===== config.mk =====
export PLATFORM = sky130hd
export DESIGN_NAME = pla_array
export DESIGN_NICKNAME = d
export VERILOG_FILES = /design/src/rtl/pla_array.sv
export SDC_FILE = /design/constraint.sdc
export NUM_CORES = 1
export LEC_CHECK = 0
export ABC_CLOCK_PERIOD_IN_PS = 1700
export CAP_MARGIN = 20
export CORE_MARGIN = 2
export CORE_UTILIZATION = 60
export DETAILED_ROUTE_END_ITERATION = 7
export PLACE_DENSITY = 0.81
export SYNTH_ARGS = -nofsm -noshare
export SYNTH_HDL_FRONTEND = slang
export SYNTH_SLANG_ARGS = --single-unit

===== constraint.sdc =====
create_clock -name clk -period 1.7 [get_ports clk]
set_input_delay 0.255 -clock clk [delete_from_list [all_inputs] [get_ports clk]]
set_output_delay 0.255 -clock clk [all_outputs]
set_load 0.03 [all_outputs]

===== src/rtl/pla_array.sv =====
module pla_array #(
  parameter int N_IN  = 3,
  parameter int N_PT  = 4,
  parameter int N_OUT = 2
) (
  input  logic             clk,
  input  logic             rst,
  input  logic             cfg_load,
  input  logic             cfg_in,
  output logic             cfg_out,
  input  logic [N_IN-1:0]  x_in,
  output logic [N_OUT-1:0] y_out
);
  localparam int AND_W = 2 * N_IN * N_PT;
  localparam int OR_W  = N_PT * N_OUT;
  localparam int CFG_W = AND_W + OR_W + N_OUT;

  logic [CFG_W-1:0] chain;
  logic [N_PT-1:0][N_IN-1:0] tap_t, tap_c, lit_ok;
  logic [N_PT-1:0] prod;
  logic [N_OUT-1:0][N_PT-1:0] sel;
  logic [N_OUT-1:0] or_raw, pol;

  always_ff @(posedge clk) begin
    if (rst)           chain <= '0;
    else if (cfg_load) chain <= {chain[CFG_W-2:0], cfg_in};
  end

  assign cfg_out = chain[CFG_W-1];

  for (genvar t = 0; t < N_PT; t++) begin : g_pt
    for (genvar i = 0; i < N_IN; i++) begin : g_in
      assign tap_t[t][i]  = chain[CFG_W-1-(t*N_IN+i)*2];
      assign tap_c[t][i]  = chain[CFG_W-2-(t*N_IN+i)*2];
      assign lit_ok[t][i] = (~tap_t[t][i] | x_in[i]) & (~tap_c[t][i] | ~x_in[i]);
    end
    assign prod[t] = &lit_ok[t];

    assert_contradiction_R4: assert property (@(posedge clk) disable iff (rst)
      (|(tap_t[t] & tap_c[t])) |-> !prod[t]);
    assert_empty_product_R5: assert property (@(posedge clk) disable iff (rst)
      ((tap_t[t] | tap_c[t]) == '0) |-> prod[t]);
  end

  for (genvar o = 0; o < N_OUT; o++) begin : g_out
    for (genvar t = 0; t < N_PT; t++) begin : g_sel
      assign sel[o][t] = chain[CFG_W-1-AND_W-o*N_PT-t];
    end
    assign pol[o]    = chain[CFG_W-1-AND_W-OR_W-o];
    assign or_raw[o] = |(prod & sel[o]);

    assert_empty_sum_R5: assert property (@(posedge clk) disable iff (rst)
      (sel[o] == '0) |-> (y_out[o] == pol[o]));
  end

  assign y_out = or_raw ^ pol;

  assert_hold_R2: assert property (@(posedge clk) disable iff (rst)
    !cfg_load |=> $stable(cfg_out));
  assert_shift_R9: assert property (@(posedge clk) disable iff (rst)
    cfg_load |=> (cfg_out == $past(chain[CFG_W-2])));
endmodule


==> reports/metrics.cfg <==
[clock_tree]
clkLatencyLatePin_ns=0.34
clk_transition_reported_paths_ns=0.10
numClockSinks=34
cts_max_path_buffers=2
cts-root-buf=clkbuf_4
cts_tree=built
cts-htree-levels=2
cts_buffers=5
holdBufCountCts=0

[worst_hold_path]
min_path_type=in2reg
worstHoldPathCells=4
hold_path_startpoint=cfg_load

[place]
gp_congestion=0.8800
dp_cells=165
post_dp_cell_area_sq_mm=0.001491
portBuffers=9
dpl.hpwl_um=1655

[critical_path]
endpoint_kind=primary output
crit_arrival_ns=1.45
crit_type=reg2out
required_ns=1.44
crit_path_max_fanout=3
cp-start-kind=flip-flop
r2r_cells=3
r2r_start=chain[26]$_SDFFE_PP0P_
startpoint=chain[17]$_SDFFE_PP0P_

[yosys]
synth_top_area_cell=dfxtp_1
ys_ff_latch=34
synth.net_count=144
synth_top_area_share_pct=48.40
synth_flop_cell=dfxtp_1
synth_edf_count=0
synth.top_cells.by_count=46 x mux2i_1, 34 x dfxtp_1, 34 x nor2_1
synth_most_common_cell=mux2i_1
synth_cell_type_count=9
ys_warn_count=0
avgSynthCellArea_sq_um=10.27
synth_area_leaders=dfxtp_1 48%, mux2i_1 33%, nor2_1 9.1%
ys_seq_area_share_pct=48.40
synth_area_sq_mm=0.001406
synth_cells=137
async_flop_share_pct=0

[cells_and_area]
layout.nets=156
largest_reg_flops=34
post-route-util_pct=75.17
area_growth_pct=18.24
multiInputGateArea_sq_um=735.7
top_register=chain
fin_area_sq_mm=0.001663
drive_gt1_share_pct=32.21
fillCellCount=159
diodes=0
seq_area_sq_um=704.4
reg_top3=chain x34
finalNonFillerCells=177

[sta]
setup_tns_ns=-0.00006273
layout_min_cycle_time_ns=1.700
tightest_slew_ns=0.3365
skew_ns=0.01075
setup_viol=1
rsz0062_at_grt=true
relSlewSlack_pct=77.57
fmax_mhz=588.2
hold_slack_ns=0.4492
finalMaxSlewViolations=0
finalCritPeriodShare_pct=100.0
fin_ws_ns=-0.00006273
final-hold-violation-count=0

[drt]
drt-total-wl_um=2693
vias_per_cell=5.661
vias=1002
postRouteAntennaNets=0
wl_met1_um=1268
drtIter0Drc=18
routed.top_layer=met4
wl_met3_um=111
routedWlPerCell_um=15.21
wl_met2_um=1237
drc=0
firstDrtPassIters=4

[outcome]
status=finished, violations left
failed_checks=negative setup slack

[die]
die_w_um=52.42
initial_utilization_pct=63.57
io_pins=10
dieArea_sq_mm=0.002747
core_area_sq_mm=0.002212
rows=17
die_h_um=52.42

[global_route]
grt_overflow=0
grt_pass1_vias=904
grt_antenna_before_repair=0
grt_pass1_wl_um=4353
grt_usage_pct=22.83
grt_max_degree=35

[flow_run]
maxCapViolations=0

[power]
power.density_mw_per_mm2=787.0
leakage_nw=0.7031
vdd.ir_drop.worst_mv=0.6335

==> worst max-delay path, cell delays in order, from the launching register on <==
cell	delay, ns
dfxtp_2	0.34
mux2i_2	0.19
nand4_1	0.13
nand4_1	0.13
xor2_1	0.15
buf_4	0.18
==> repair_timing <==
action                     4_1_cts  5_1_grt
gates resized for setup         32       12
pin swaps                        9        3
setup endpoints to repair        2        2
buffers inserted                 3        2
==> layout by cell type (no fill, tap or decap) <==
| master | Yosys | final |
|---|---|---|
| nand4_1 | 10 | 10 |
| dfxtp_1 | 34 | 15 |
| buf_2 | 1 | 2 |
| buf_12 | 0 | 1 |
| buf_4 | 3 | 8 |
| clkdlybuf4s15_2 | 0 | 2 |
| dfxtp_2 | 0 | 19 |
| xor2_1 | 2 | 2 |
| clkbuf_4 | 0 | 5 |
| clkbuf_1 | 4 | 2 |
| mux2i_1 | 46 | 35 |
| clkdlybuf4s50_1 | 0 | 3 |
| mux2i_4 | 0 | 3 |
| mux2i_2 | 0 | 8 |
| nor2_1 | 34 | 34 |
==> cell families (layout without fill, tap and decap cells) <==
logic type                Yosys count  in the layout  synth area share (%)
xor gates and xnor gates            2              2                 1.246
buffers and inverters              11             23                 4.091
DFF                                34             34                 48.40
muxes                              46             46                 32.74
and+or+nand+nor                    44             44                 13.52
==> where the power goes <==
part | total, W | internal, W | switching (W)
sequential | 0.000801 | 0.000798 | 0.00000263
clock | 0.000409 | 0.000156 | 0.000253
combinational | 0.0000990 | 0.0000453 | 0.0000537
total | 0.00131 | 0.000999 | 0.000310
==> area by class of cell <==
class / instances / share of cell area, %
multi-input cells: 92 / 44.24
clock buffers: 7 / 2.709
well taps: 28 / 2.107
repair buffers: 16 / 8.578
flip-flops and latches: 34 / 42.36
==> through the flow <==
step           setup slack (ns)  power (W)
3_5_place_dp            -0.3638  0.0009138
3_3_place_gp            -0.3727  0.0009120
4_1_cts               -0.001301   0.001312
6_report            -0.00006273   0.001309
2_1_floorplan            0.1105  0.0008903
5_1_grt                -0.05314   0.001341
==> layer usage <==
| layer | vias to the layer above | global-route usage (%) |
|---|---|---|
| met1 | 471 | 29.27 |
| met4 | 0 | 16.24 |
| met2 | 28 | 32.92 |
| met3 | 7 | 6.000 |
| met5 | - | 0 |
| li1 | 496 | - |
==> worst paths after layout <==
kind / slack [ns] / endpoint
min reg2reg: 0.52 / chain[17]$_SDFFE_PP0P_
max reg2reg: 0.91 / chain[27]$_SDFFE_PP0P_
min: 0.45 / chain[6]$_SDFFE_PP0P_
max: -0.00006 / y_out[0]
Note: power is estimated with default switching activity, not from simulation.
